`src/rtl/phy_seq_pkg.sv`:
```
package phy_seq_pkg;
    localparam int WORD_W      = 32;
    localparam int TERM_W      = 2;
    localparam int TSEL_W      = 4;
    localparam int DRV_W       = 4;
    localparam int DISC_W      = 2;
    localparam int REGNO_W     = 12;
    localparam int POS_W       = 3;
    localparam int VAL_W       = 8;
    localparam int MAX_ENTRIES = 4;

    // Field positions inside the two configuration words
    localparam int DRV_LSB   = 28;
    localparam int DISC_LSB  = 26;
    localparam int TSEL_LSB  = 12;
    localparam int TERM_LSB  = 6;
    localparam int IADR_LSB  = 16;
    localparam int IDAT_LSB  = 16;
    localparam int ADR_STB   = 28;
    localparam int DAT_STB   = 29;

    typedef struct packed {
        logic [REGNO_W-1:0] reg_no;
        logic [POS_W-1:0]   msb;
        logic [POS_W-1:0]   lsb;
        logic [VAL_W-1:0]   value;
    } pentry_t;

    typedef enum logic [2:0] {
        ST_IDLE = 3'd0,
        ST_CFG0 = 3'd1,
        ST_CFG1 = 3'd2,
        ST_RD   = 3'd3,
        ST_WR   = 3'd4
    } seq_state_t;

    function automatic pentry_t default_entry(input int idx);
        pentry_t e;
        case (idx)
            0:       e = '{reg_no: 12'd0,  msb: 3'd5, lsb: 3'd5, value: 8'd1};
            1:       e = '{reg_no: 12'd1,  msb: 3'd1, lsb: 3'd0, value: 8'd1};
            2:       e = '{reg_no: 12'd10, msb: 3'd6, lsb: 3'd6, value: 8'd1};
            default: e = '{reg_no: 12'd10, msb: 3'd5, lsb: 3'd5, value: 8'd1};
        endcase
        return e;
    endfunction

    function automatic logic [VAL_W-1:0] field_mask(input logic [POS_W-1:0] msb,
                                                    input logic [POS_W-1:0] lsb);
        return (8'hFF << lsb) & (8'hFF >> (3'd7 - msb));
    endfunction
endpackage

```
`src/rtl/phy_trim_word.sv`:
```
module phy_trim_word
    import phy_seq_pkg::*;
#(
    parameter logic [WORD_W-1:0] CFG0_DEFAULT = 32'h92316680
) (
    input  logic              trim_ok,
    input  logic [TERM_W-1:0] trim_term,
    input  logic [TSEL_W-1:0] trim_tsel,
    input  logic [DRV_W-1:0]  trim_drv,
    output logic [WORD_W-1:0] word
);
    logic usable;

    always_comb begin
        usable = trim_ok && ((trim_term != '0) || (trim_tsel != '0) || (trim_drv != '0));
        word   = CFG0_DEFAULT;
        if (usable) begin
            word[DRV_LSB  +: DRV_W]  = trim_drv;
            word[TSEL_LSB +: TSEL_W] = trim_tsel;
            word[TERM_LSB +: TERM_W] = trim_term;
        end else begin
            word[DISC_LSB +: DISC_W] = '1;
        end
    end
endmodule

```
`src/rtl/phy_param_rom.sv`:
```
module phy_param_rom
    import phy_seq_pkg::*;
#(
    parameter int IDX_W = 2
) (
    input  logic [IDX_W-1:0] idx,
    output pentry_t          entry
);
    localparam int SLOTS = 1 << IDX_W;

    pentry_t tbl [SLOTS];

    for (genvar g = 0; g < SLOTS; g++) begin : g_slot
        assign tbl[g] = default_entry(g);
    end

    assign entry = tbl[idx];
endmodule

```
`src/rtl/phy_step_merge.sv`:
```
module phy_step_merge
    import phy_seq_pkg::*;
(
    input  logic [1:0]        step,
    input  pentry_t           entry,
    input  logic [WORD_W-1:0] cur,
    output logic [WORD_W-1:0] nxt
);
    logic [VAL_W-1:0] mask;
    logic [VAL_W-1:0] dbyte;

    always_comb begin
        mask  = field_mask(entry.msb, entry.lsb);
        dbyte = mask & (entry.value << entry.lsb);
        nxt   = cur;
        case (step)
            2'd0: begin
                nxt[IADR_LSB +: REGNO_W] = entry.reg_no;
                nxt[ADR_STB]             = 1'b1;
            end
            2'd1: nxt[ADR_STB] = 1'b0;
            2'd2: begin
                nxt[IDAT_LSB +: VAL_W] = (cur[IDAT_LSB +: VAL_W] & ~mask) | dbyte;
                nxt[DAT_STB]           = 1'b1;
            end
            default: nxt[DAT_STB] = 1'b0;
        endcase
    end
endmodule

```
`src/rtl/phy_cfg_seq.sv`:
```
module phy_cfg_seq
    import phy_seq_pkg::*;
#(
    parameter int                ADDR_W       = 8,
    parameter int                NUM_PARAMS   = 4,
    parameter logic [WORD_W-1:0] CFG0_DEFAULT = 32'h92316680,
    parameter logic [WORD_W-1:0] CFG1_DEFAULT = 32'h00000106,
    parameter int                OFS_CFG0     = 0,
    parameter int                OFS_CFG1     = 4
) (
    input  logic              clk,
    input  logic              rst_n,
    input  logic              start,
    input  logic              trim_ok,
    input  logic [TERM_W-1:0] trim_term,
    input  logic [TSEL_W-1:0] trim_tsel,
    input  logic [DRV_W-1:0]  trim_drv,
    output logic              busy,
    output logic              done,
    output logic              bus_req,
    output logic              bus_we,
    output logic [ADDR_W-1:0] bus_addr,
    output logic [WORD_W-1:0] bus_wdata,
    input  logic [WORD_W-1:0] bus_rdata,
    input  logic              bus_ready
);
    localparam int             TBL_N    = (NUM_PARAMS > 0) ? NUM_PARAMS : 1;
    localparam int             IDX_W    = (TBL_N > 1) ? $clog2(TBL_N) : 1;
    localparam logic [IDX_W-1:0] LAST_IDX = IDX_W'(TBL_N - 1);
    localparam bit             HAS_TBL  = (NUM_PARAMS > 0);

    typedef struct packed {
        seq_state_t        st;
        logic [IDX_W-1:0]  idx;
        logic [1:0]        step;
        logic [WORD_W-1:0] cfg0;
        logic [WORD_W-1:0] rd;
        logic              done;
    } seq_regs_t;

    seq_regs_t         r_d, r_q;
    logic [WORD_W-1:0] cfg0_new;
    logic [WORD_W-1:0] step_word;
    pentry_t           ent;

    phy_trim_word #(.CFG0_DEFAULT(CFG0_DEFAULT)) u_word (
        .trim_ok   (trim_ok),
        .trim_term (trim_term),
        .trim_tsel (trim_tsel),
        .trim_drv  (trim_drv),
        .word      (cfg0_new)
    );

    phy_param_rom #(.IDX_W(IDX_W)) u_rom (
        .idx   (r_q.idx),
        .entry (ent)
    );

    phy_step_merge u_merge (
        .step  (r_q.step),
        .entry (ent),
        .cur   (r_q.rd),
        .nxt   (step_word)
    );

    always_comb begin
        r_d      = r_q;
        r_d.done = 1'b0;
        case (r_q.st)
            ST_IDLE: begin
                if (start) begin
                    r_d.cfg0 = cfg0_new;
                    r_d.st   = ST_CFG0;
                end
            end
            ST_CFG0: begin
                if (bus_ready) r_d.st = ST_CFG1;
            end
            ST_CFG1: begin
                if (bus_ready) begin
                    if (HAS_TBL) begin
                        r_d.st   = ST_RD;
                        r_d.idx  = '0;
                        r_d.step = 2'd0;
                    end else begin
                        r_d.st   = ST_IDLE;
                        r_d.done = 1'b1;
                    end
                end
            end
            ST_RD: begin
                if (bus_ready) begin
                    r_d.rd = bus_rdata;
                    r_d.st = ST_WR;
                end
            end
            ST_WR: begin
                if (bus_ready) begin
                    if (r_q.step == 2'd3) begin
                        if (r_q.idx == LAST_IDX) begin
                            r_d.st   = ST_IDLE;
                            r_d.done = 1'b1;
                        end else begin
                            r_d.idx  = r_q.idx + 1'b1;
                            r_d.step = 2'd0;
                            r_d.st   = ST_RD;
                        end
                    end else begin
                        r_d.step = r_q.step + 2'd1;
                        r_d.st   = ST_RD;
                    end
                end
            end
            default: r_d.st = ST_IDLE;
        endcase
    end

    always_ff @(posedge clk or negedge rst_n) begin
        if (!rst_n) r_q <= '0;
        else        r_q <= r_d;
    end

    always_comb begin
        bus_req  = (r_q.st != ST_IDLE);
        bus_we   = (r_q.st != ST_RD);
        bus_addr = (r_q.st == ST_CFG0) ? ADDR_W'(OFS_CFG0) : ADDR_W'(OFS_CFG1);
        case (r_q.st)
            ST_CFG0: bus_wdata = r_q.cfg0;
            ST_CFG1: bus_wdata = CFG1_DEFAULT;
            ST_WR:   bus_wdata = step_word;
            default: bus_wdata = '0;
        endcase
    end

    assign busy = (r_q.st != ST_IDLE);
    assign done = r_q.done;
endmodule

```
`config.mk`:
```
export PLATFORM = sky130hd
export DESIGN_NAME = phy_cfg_seq
export DESIGN_NICKNAME = d
export VERILOG_FILES = /design/src/rtl/phy_seq_pkg.sv /design/src/rtl/phy_trim_word.sv /design/src/rtl/phy_param_rom.sv /design/src/rtl/phy_step_merge.sv /design/src/rtl/phy_cfg_seq.sv
export SDC_FILE = /design/constraint.sdc
export NUM_CORES = 1
export LEC_CHECK = 0
export ABC_AREA = 0
export BUFFER_PORTS_ARGS = -buffer_cell sky130_fd_sc_hd__buf_2
export CORE_AREA = 2 2 95 97
export CTS_BUF_LIST = sky130_fd_sc_hd__clkbuf_4 sky130_fd_sc_hd__clkbuf_8 sky130_fd_sc_hd__clkbuf_16
export CTS_CLUSTER_DIAMETER = 60
export DETAILED_ROUTE_END_ITERATION = 8
export DIE_AREA = 0 0 97 99
export PLACE_DENSITY = 0.68
export SYNTH_ARGS = -nofsm -noshare
export SYNTH_HDL_FRONTEND = slang
export SYNTH_SLANG_ARGS = --single-unit
```
`constraint.sdc`:
```
create_clock -name clk -period 2.4 [get_ports clk]
set_input_delay 0.48 -clock clk [delete_from_list [all_inputs] [get_ports clk]]
set_output_delay 0.48 -clock clk [all_outputs]
set_load 0.03 [all_outputs]
```
==> results.md, run 1 <==
* Actual slew at the worst max-slew pin at 0.592 ns
* Seq/Total Area, Yosys at 0.448
* RSZ-0062 raised after global routing: yes
* # rows at 34
* Max H-tree Level at 2
* Chip width at 97 um
* Synthesized area at about 2900 sq um
* Clock root buffer master: clkbuf_8
* CTS Hold Bufs at 0
* Most used cell, CP: buf_4
* Syn avg cell area at between 10 and 15 sq um
* Startpoint types: register
* Fmax at 0.427 GHz
* CP endpoint kind: primary output
* Yosys reg bits at between 50 and 60
* Total GRT Usage at 0.148
* Number of global-route vias before repair at 2340
* Gate Count Post-Synth at 268
* Post-Layout Cell Count at about 460
* Cells along the critical path: buf_4 -> ha_2 -> nor3b_4 -> mux2i_1 -> a21oi_1 -> nor2_1 -> buf_4
* Synth cell types at 40
* Post-DP Area at 3380 sq um
* Slowest cell on the critical path: dfrtp_2
* Final Slew Violations at 0
* Core area at ~8600 sq um
* Top cell type by total area after synthesis: dfrtp_1
* Ys flop type: dfrtp_1
* CP peak stage delay at ~0.45 ns
* Status: completed
* Clk Latency, worst-skew pair at between 0.3 and 0.4 ns
* Crit path kind: reg -> out
* Hpwl dp at 5040 um
* Pleak at about 1.8 nW
* First-pass GRT wire length at around 12000 um
* Power density over the cells at 1240 nW/um^2
* Post-route ant nets at 0
* # nets final at 407
* Crit Path Max Fanout at 4
* Grt total ovfl at 0
* Count leader, synth: dfrtp_1
* Antenna violations before repair at 0
* Largest net degree at the start of global routing at 25
* Pre-CTS setup slack at just over 0.2 ns
* Wire length per cell at 15.1 um
* Hold WC Path Type: in -> async
* DRC viols at 0
* IO Port Bufs at 83
* Placed insts at approximately 450
* CP Data Required Time at 1.92 ns
* Max clock buf depth at 2
* CTS Buf Count at 5
* Ys async rst share at 1.00
* Via density at 4.86
* Post-synth EDFFs at 0
* Area added between synthesis and finish at 24.3%
* Ant diodes at 0
* Via count at approximately 2200
* Worst Skew at 0.0115 ns
* # fillers at 830
* DRT Pass-1 Iters at 4
* Clock Sink Count at 52
* Critical path arrival at 1.86 ns
* Clk pin slew, worst setup/hold paths at 0.10 ns
* Ports at 91
* Rel. slew slack at 0.604
* Final Cycle Share at 0.975
* Top cells by count, synth: dfrtp_1 (52), mux2_4 (29), nor2_1 (22), nand2_1 (20), inv_1 (16)
* DIE AREA at 9600 sq um
* Post-route core utilization at 0.422
* Starting Density at 0.340
* Final setup fails at 0
* Reg2reg path depth at 4
* Finished Cell Area at 3610 sq um
* Area share of the largest cell type after synthesis at 0.448
* GPL Wtd Cong at 0.761
* Main area contributors after synthesis: dfrtp_1 (45%), mux2_4 (15%), ha_1 (3.4%)
* TritonCTS clock tree: yes
* Die height at 99 um
* Final hold vios at 0
* Final worst slack at just under 0.06 ns
* 1st-iter DRT viols at 73
* VDD IR-drop max at 0.689 mV
* WL final at a little under 7000 um
* Layout cells sized above 1 at 0.456
* Syn. warnings at 0
* Max-cap violations at 0
* Minimum clock period at 2.34 ns
## critical path, delay by kind of cell, from the launching register on
kind	cells	cell delay (ns)
buffers and inverters	2	0.32
and+or+nand+nor	2	0.31
DFF	1	0.45
AOI/OAI and AO/OA	1	0.07
muxes	1	0.21
adders and majority gates	1	0.19
## repair_timing
action                     4_1_cts  5_1_grt
resized for setup               10       20
setup endpoints to repair        7       13
pin swaps                        0        1
buffers inserted                 3        2
## worst paths after layout
| check | from | endpoint | slack (ns) |
|---|---|---|---|
| hold reg to reg | r_q[58] | r_q[58] | 0.48 |
| hold / removal | rst_n | r_q[3] | 0.08 |
| setup reg to reg | r_q[71] | r_q[31] | 0.60 |
| min in group clk | bus_rdata[23] | r_q[24] | 0.39 |
| setup / recovery | r_q[68] | bus_wdata[23] | 0.06 |
| max in group asynchronous | rst_n | r_q[61] | 1.70 |
## state kept, by name (all words and copies together), names as in the netlist
name	flops
done	1
r_q	51
## cell type report
type                            count  area [sq um]  area share
Multi-Input combinational cell    182          1490       0.412
Timing Repair Buffer               95           527       0.146
Tap cell                          108           135      0.0374
Inverter                           16          62.6      0.0173
Clock buffer                        6          82.6      0.0229
Sequential cell                    52          1310       0.362
Clock inverter                      2          10.0     0.00277
## power breakdown
group          total [W]  switching (W)  internal (W)
registers        0.00158       0.000307       0.00127
clock network   0.000533       0.000301      0.000231
logic            0.00237        0.00130       0.00107
total            0.00448        0.00191       0.00257
## kinds of logic after synthesis
logic type      after synthesis  share of synthesized area
other cells                   1                    0.00129
compound gates               54                      0.121
simple gates                 72                      0.126
fa+ha+maj                     8                     0.0345
mux                          40                      0.191
buf+inv                      40                     0.0758
flops                        52                      0.448
xor+xnor                      1                    0.00302
## per-stage QoR
stage	hold WS (ns)	power (W)	setup TNS, ns
floorplan	0.184	0.00334	0
global placement	0.429	0.00384	0
detailed placement	0.440	0.00389	0
CTS	0.0979	0.00445	0
global route	0.107	0.00478	-0.0808
finish	0.0768	0.00448	0
## cell usage in the layout (no fill, tap or decap), types with 2 or more instances in the layout
cell      synthesis  layout
nand2_1          20      20
nand3_1           6       6
mux2_2            7       7
a31oi_1           7       7
conb_1            1       7
mux2_4           29      29
mux2i_1           4       4
nor2_1           22      20
buf_4            11      11
a21o_1            5       5
dfrtp_1          52      49
buf_2             5      81
ha_1              8       2
clkbuf_8          0       6
a22o_1           10      10
a21oi_1          12      12
clkinv_2          0       2
a22oi_1           3       2
nand2b_1          4       3
and2_1            7       8
o21ai_0          11      11
ha_4              0       3
ha_2              0       3
inv_1            16      14
dfrtp_2           0       3
nor4_1            2       2
## metal layers
metal  vias up  GRT usage  wire [um]
li1       1074          -          -
met1      1111      0.186       3020
met2        51      0.264       3630
met3         6     0.0277        230
met4         0     0.0379         72
met5         -          0          0
(Power assumes the default switching activity.)
==> inputs of run 2 (changes only) <==
--- a/config.mk
+++ b/config.mk
@@ -7,12 +7,13 @@
 export LEC_CHECK = 0
 export ABC_AREA = 0
 export BUFFER_PORTS_ARGS = -buffer_cell sky130_fd_sc_hd__buf_2
+export CELL_PAD_IN_SITES_DETAIL_PLACEMENT = 1
+export CELL_PAD_IN_SITES_GLOBAL_PLACEMENT = 1
 export CORE_AREA = 2 2 95 97
-export CTS_BUF_LIST = sky130_fd_sc_hd__clkbuf_4 sky130_fd_sc_hd__clkbuf_8 sky130_fd_sc_hd__clkbuf_16
 export CTS_CLUSTER_DIAMETER = 60
 export DETAILED_ROUTE_END_ITERATION = 8
 export DIE_AREA = 0 0 97 99
-export PLACE_DENSITY = 0.68
+export PLACE_DENSITY = 0.82
 export SYNTH_ARGS = -nofsm -noshare
 export SYNTH_HDL_FRONTEND = slang
 export SYNTH_SLANG_ARGS = --single-unit
==> run 2 against run 1 <==
Compared with the run above:
- setup slack gained 0.0047 ns
- largest cell class unchanged
- core utilization up 0.59 points
- global-route usage rose by 0.39 points
- largest power group unchanged
- critical path depth unchanged
==> results.md, run 2 (same netlist as run 1, synthesis figures left out) <==
* Status: completed
* TritonCTS clock tree: yes
* Grt total ovfl at 0
* GPL Wtd Cong at approximately 0.74
* # fillers at 961
* Setup crit start: r_q[68]
* Power density over the cells at 1270 nW/um^2
* VDD IR-drop max at 0.430 mV
* Final setup fails at 0
* Max H-tree Level at 2
* Final worst slack at 0.0643 ns
* IO Port Bufs at 83
* Reg2reg end: r_q[19]
* Max-cap violations at 0
* DIE AREA at 9600 sq um
* CP Data Required Time at 1.92 ns
* Top reg by flops: r_q
* Worst R2R Setup Slack at 0.55 ns
* First-pass GRT wire length at 11800 um
* Max clock buf depth at 2
* Wire length per cell at 16.5 um
* Chip width at 97 um
* 1st-iter DRT viols at between 90 and 100
* Clk Latency, worst-skew pair at 0.30 ns
* Actual slew at the worst max-slew pin at 0.577 ns
* Ports at a little over 90
* Clock Sink Count at 52
* Final hold vios at 0
* Rel. slew slack at 0.614
* CP endpoint kind: primary output
* # rows at 34
* CTS Buf Count at 5
* Hpwl dp at about 5400 um
* Core area at approximately 8600 sq um
* DRT Pass-1 Iters at 4
* Critical path arrival at between 1.5 and 2 ns
* Final Slew Violations at 0
* Starting Density at 0.340
* Largest register FFs at 51
* Pleak at 1.85 nW
* Total GRT Usage at 0.152
* Fmax at between 0.4 and 0.5 GHz
* Hold WC Path Type: in -> async
* Most frequent cells in the layout: buf_2 (80), dfrtp_1 (47), mux2_4 (29)
* Worst Skew at roughly 0.0042 ns
* WL final at 7590 um
* Via count at 2233
* Pre-CTS setup slack at 0.211 ns
* Layout cells sized above 1 at 0.460
* Crit path kind: reg -> out
* Tot Pwr at around 0.0046 W
* Area added between synthesis and finish at 26.0%
* Clk pin slew, worst setup/hold paths at 0.09 ns
* Minimum clock period at roughly 2.3 ns
* Crit Path Max Fanout at 6
* Post-route ant nets at 0
* Reg2reg path depth at 4
* RSZ-0062 raised after global routing: yes
* Largest net degree at the start of global routing at 31
* Clock root buffer master: clkbuf_8
* Most common cell after layout, fill and taps aside: buf_2
* Post-Layout Cell Count at 460
* Placed insts at 449
* Die height at between 90 and 100 um
* Startpoint types: register
* Ant diodes at 0
* DRC viols at 0
* Critical R2R Launch: r_q[70]
* Final Cycle Share at 0.973
* Number of global-route vias before repair at 2350
* Antenna violations before repair at 0
* Via density at 4.85
* # nets final at 406
-- run 2: power breakdown --
group          internal (W)  leakage [nW]  switching (W)
logic               0.00111          1.19        0.00134
registers           0.00127         0.614       0.000318
clock network      0.000310        0.0552       0.000289
-- run 2: what timing repair did --
item	4_1_cts	5_1_grt
buffers inserted	1	2
endpoints found under the hold margin	0	0
pin swaps	0	2
gates resized for setup	6	32
setup endpoints to repair	7	29
hold buffers	0	0
-- run 2: area by class of cell --
cell class	count	area [sq um]	area share
inverters	16	62.6	0.0171
clock buffers	6	72.6	0.0198
well taps	108	135	0.0369
multi-input cells	182	1510	0.413
repair buffers	94	534	0.146
clock inverters	2	35.0	0.00957
flip-flops and latches	52	1310	0.357
-- run 2: worst max-delay path: stages (launching register included) --
cell	delay, ns
dfrtp_2	0.44
buf_6	0.15
ha_4	0.17
nor3b_4	0.23
mux2i_1	0.21
a21oi_1	0.07
nor2_1	0.11
buf_4	0.17
-- run 2: how the worst max path moves through the flow --
| stage | cells after the start | to | slack, ns |
|---|---|---|---|
| global route | 7 | bus_wdata[23] | -0.03 |
| CTS | 6 | bus_wdata[18] | 0.003 |
| floorplan | 5 | bus_wdata[28] | 0.23 |
| finish | 7 | bus_wdata[23] | 0.06 |
| global placement | 7 | bus_wdata[18] | 0.28 |
| detailed placement | 7 | bus_wdata[18] | 0.21 |
-- run 2: through the flow --
stage | area, sq um | hold WS (ns) | util | TNS [ns]
6_report | 3660 | 0.157 | 0.428 | 0
5_1_grt | 3660 | 0.196 | 0.428 | -0.0476
4_1_cts | 3530 | 0.178 | 0.413 | 0
3_5_place_dp | 3400 | 0.450 | 0.398 | 0
3_3_place_gp | 3400 | 0.443 | 0.398 | 0
2_1_floorplan | 2930 | 0.184 | - | 0
-- run 2: per-layer routing --
metal | GRT usage | routed length (um) | up-vias
met1 | 0.191 | 3210 | 1105
met4 | 0.0455 | 170 | 0
met5 | 0 | 0 | -
met3 | 0.0255 | 200 | 12
li1 | - | - | 1069
met2 | 0.270 | 4000 | 47
==> inputs of run 3 (changes only) <==
--- a/config.mk
+++ b/config.mk
@@ -9,11 +9,13 @@
 export BUFFER_PORTS_ARGS = -buffer_cell sky130_fd_sc_hd__buf_2
 export CELL_PAD_IN_SITES_DETAIL_PLACEMENT = 1
 export CELL_PAD_IN_SITES_GLOBAL_PLACEMENT = 1
-export CORE_AREA = 2 2 95 97
+export CORE_AREA = 2 2 119 121
 export CTS_CLUSTER_DIAMETER = 60
 export DETAILED_ROUTE_END_ITERATION = 8
-export DIE_AREA = 0 0 97 99
-export PLACE_DENSITY = 0.82
+export DIE_AREA = 0 0 121 123
+export PLACE_DENSITY = 0.77
+export SLEW_MARGIN = 20
 export SYNTH_ARGS = -nofsm -noshare
 export SYNTH_HDL_FRONTEND = slang
+export SYNTH_HIERARCHICAL = 1
 export SYNTH_SLANG_ARGS = --single-unit
==> run 3 against run 2 <==
Compared with the run above:
- die area rose by 55%
- non-clock buffer count increased by 33
- final area rose by 60%
- the flow now finishes with violations (setup timing)
- clock skew barely moved
- critical path depth is the same
- sequential share of layout area down 4.9 points
==> results.md, run 3 <==
* Synth cell types at 46
* Actual slew at the worst max-slew pin at roughly 0.93 ns
* Final setup fails at 8
* Synthesized area at 4690 sq um
* # rows at 43
* GPL Wtd Cong at 0.834
* Met2 wire len at 6380 um
* Area share of the largest cell type after synthesis at 0.384
* Crit path kind: reg -> out
* Post-synth EDFFs at 0
* CTS Buf Count at 9
* Critical Path End: bus_wdata[21]
* Wire length per cell at about 18 um
* Starting Density at 0.344
* Top reg by flops: r_q
* Failing checks: setup timing
* Main area contributors after synthesis: dfrtp_1 (38%), buf_4 (11%), mux2_2 (9.8%)
* Ys flop type: dfrtp_1
* DRT met1 WL at 5280 um
* CP Data Required Time at roughly 1.9 ns
* Rel. slew slack at 0.378
* Post-route core utilization at 0.431
* First-pass GRT wire length at 18500 um
* Die height at 123 um
* Via density at 4.83
* Max clock buf depth at 2
* Largest net degree at the start of global routing at 73
* Final worst slack at -0.424 ns
* # fillers at 1479
* DRC viols at 0
* Grt total ovfl at 0
* Antenna violations before repair at 0
* Core area at ~14000 sq um
* Clk Latency, worst-skew pair at 0.34 ns
* Max H-tree Level at 3
* Ports at 91
* Seq/Total Area, Yosys at 0.384
* Worst R2R Setup Slack at 0.46 ns
* Hold WC Path Type: in -> async
* Top cell type by total area after synthesis: dfrtp_1
* Startpoint types: register
* Gate Count Post-Synth at 419
* Minimum clock period at 2.82 ns
* Tot Pwr at 0.00880 W
* Status: finished, violations left
* Total GRT Usage at 0.161
* Area added between synthesis and finish at 25.0%
* Final hold vios at 0
* Fmax at 0.354 GHz
* DRT Pass-1 Iters at 5
* Ant diodes at 0
* Met3 WL at 524 um
* Crit Path Max Fanout at 4
* Post-route ant nets at 0
* Critical R2R Launch: r_q[71]
* Chip width at 121 um
* Via count at 3321
* # nets final at roughly 560
* CP endpoint kind: primary output
* Highest metal used: met4
* WL final at ~12000 um
* Syn avg cell area at 11.2 sq um
* Syn. warnings at 6
* Clock root buffer master: clkbuf_16
* Top cells by count, synth: dfrtp_1 (72), buf_4 (68), mux2_2 (41), a22o_1 (31), mux2_4 (30)
* Critical path arrival at 2.34 ns
* Most frequent cells in the layout: dfrtp_1 (69), buf_2 (68), conb_1 (44)
* Worst Skew at 0.00407 ns
* Clk pin slew, worst setup/hold paths at ~0.06 ns
* DIE AREA at around 15000 sq um
* RSZ-0062 raised after global routing: yes
* Final Slew Violations at 0
* TritonCTS clock tree: yes
* Largest register FFs at slightly above 70
* Max-cap violations at 0
* Clock Sink Count at 72
* Reg2reg path depth at 4
* Reg2reg end: r_q[9]
* Yosys reg bits at just over 70
* Most common cell after layout, fill and taps aside: dfrtp_1
* 1st-iter DRT viols at 98
* Power density over the cells at approximately 1500 nW/um^2
* Ys async rst share at 1.00
* Hpwl dp at 7970 um
* IO Port Bufs at 83
* Layout cells sized above 1 at 0.510
* Count leader, synth: dfrtp_1
* Pleak at approximately 2.7 nW
* Number of global-route vias before repair at 3544
* VDD IR-drop max at 0.724 mV
* Setup crit start: r_q[68]
* Final Cycle Share at 1.18
## run 3: cell count changes after synthesis, sizes merged, moves of 5 or more
cell / previous run / this run
nor2: 22 / 10
dfrtp: 52 / 72
nand2: 20 / 10
mux2: 36 / 71
a22o: 10 / 31
mux2i: 4 / 9
o311ai: 0 / 5
buf: 19 / 84
## run 3: worst min-delay path by stage
stage,depth (start not counted),end,start
2_1_floorplan,0,done,rst_n
3_3_place_gp,1,r_q[28],r_q[28]
3_5_place_dp,1,r_q[15],r_q[15]
4_1_cts,1,r_q[10],rst_n
5_1_grt,1,r_q[42],rst_n
6_report,1,r_q[42],rst_n
## run 3: layer usage
metal | GRT usage | vias up
met5 | 0 | -
met2 | 0.276 | 79
li1 | - | 1548
met4 | 0.0589 | 0
met1 | 0.200 | 1678
met3 | 0.0341 | 16
## run 3: kinds of logic (layout without fill, tap and decap cells)
| kind of cell | count (synthesis) | count (layout) | share of synthesized area |
|---|---|---|---|
| flip-flops | 72 | 72 | 0.384 |
| other | 5 | 44 | 0.00400 |
| AO/OA/AOI/OAI | 88 | 88 | 0.138 |
| multiplexers | 82 | 82 | 0.223 |
| adder cells (fa/ha/maj) | 6 | 6 | 0.0160 |
| buffers and inverters | 109 | 159 | 0.157 |
| XOR/XNOR | 1 | 1 | 0.00187 |
| AND/OR/NAND/NOR | 56 | 56 | 0.0761 |
## run 3: final cells by class
| cell class | count | area (sq um) | share of cell area |
|---|---|---|---|
| multi-input cells | 277 | 2480 | 0.423 |
| flip-flops and latches | 72 | 1810 | 0.308 |
| repair buffers | 127 | 938 | 0.160 |
| clock buffers | 10 | 239 | 0.0408 |
| well taps | 180 | 225 | 0.0384 |
| clock inverters | 5 | 104 | 0.0177 |
| inverters | 17 | 68.8 | 0.0117 |
## run 3: worst max-delay path: stages, from the launching register on
cell and delay [ns]:
dfrtp_2 0.46, ha_4 0.29, mux2i_2 0.24, nor2_1 0.10
or4_4 0.43, o221a_4 0.13, a22o_4 0.21, buf_6 0.13
## run 3: what timing repair did
action,in CTS,in global routing
cloned,0,1
endpoints found under the hold margin,0,0
resized for setup,43,45
endpoints found under the setup margin,13,31
hold buffers,0,0
setup buffers,7,8
pin swaps,13,14
## run 3: power breakdown
group	leakage (nW)	internal (W)	switching [W]
Combinational	1.70	0.00249	0.00247
Sequential	0.857	0.00181	0.000452
Clock	0.169	0.00104	0.000532
## run 3: stage by stage
stage / worst slack (ns) / TNS, ns / std cells / hold WS [ns] / instance area [sq um]
detailed placement: -0.117 / -0.403 / 657 / 0.495 / 5080
global route: -0.469 / -2.98 / 688 / 0.359 / 5860
global placement: -0.0840 / -0.156 / 657 / 0.487 / 5080
CTS: -0.339 / -2.19 / 679 / 0.324 / 5610
finish: -0.424 / -2.43 / 688 / 0.274 / 5860
floorplan: -0.0235 / -0.0235 / 458 / 0.184 / 4870
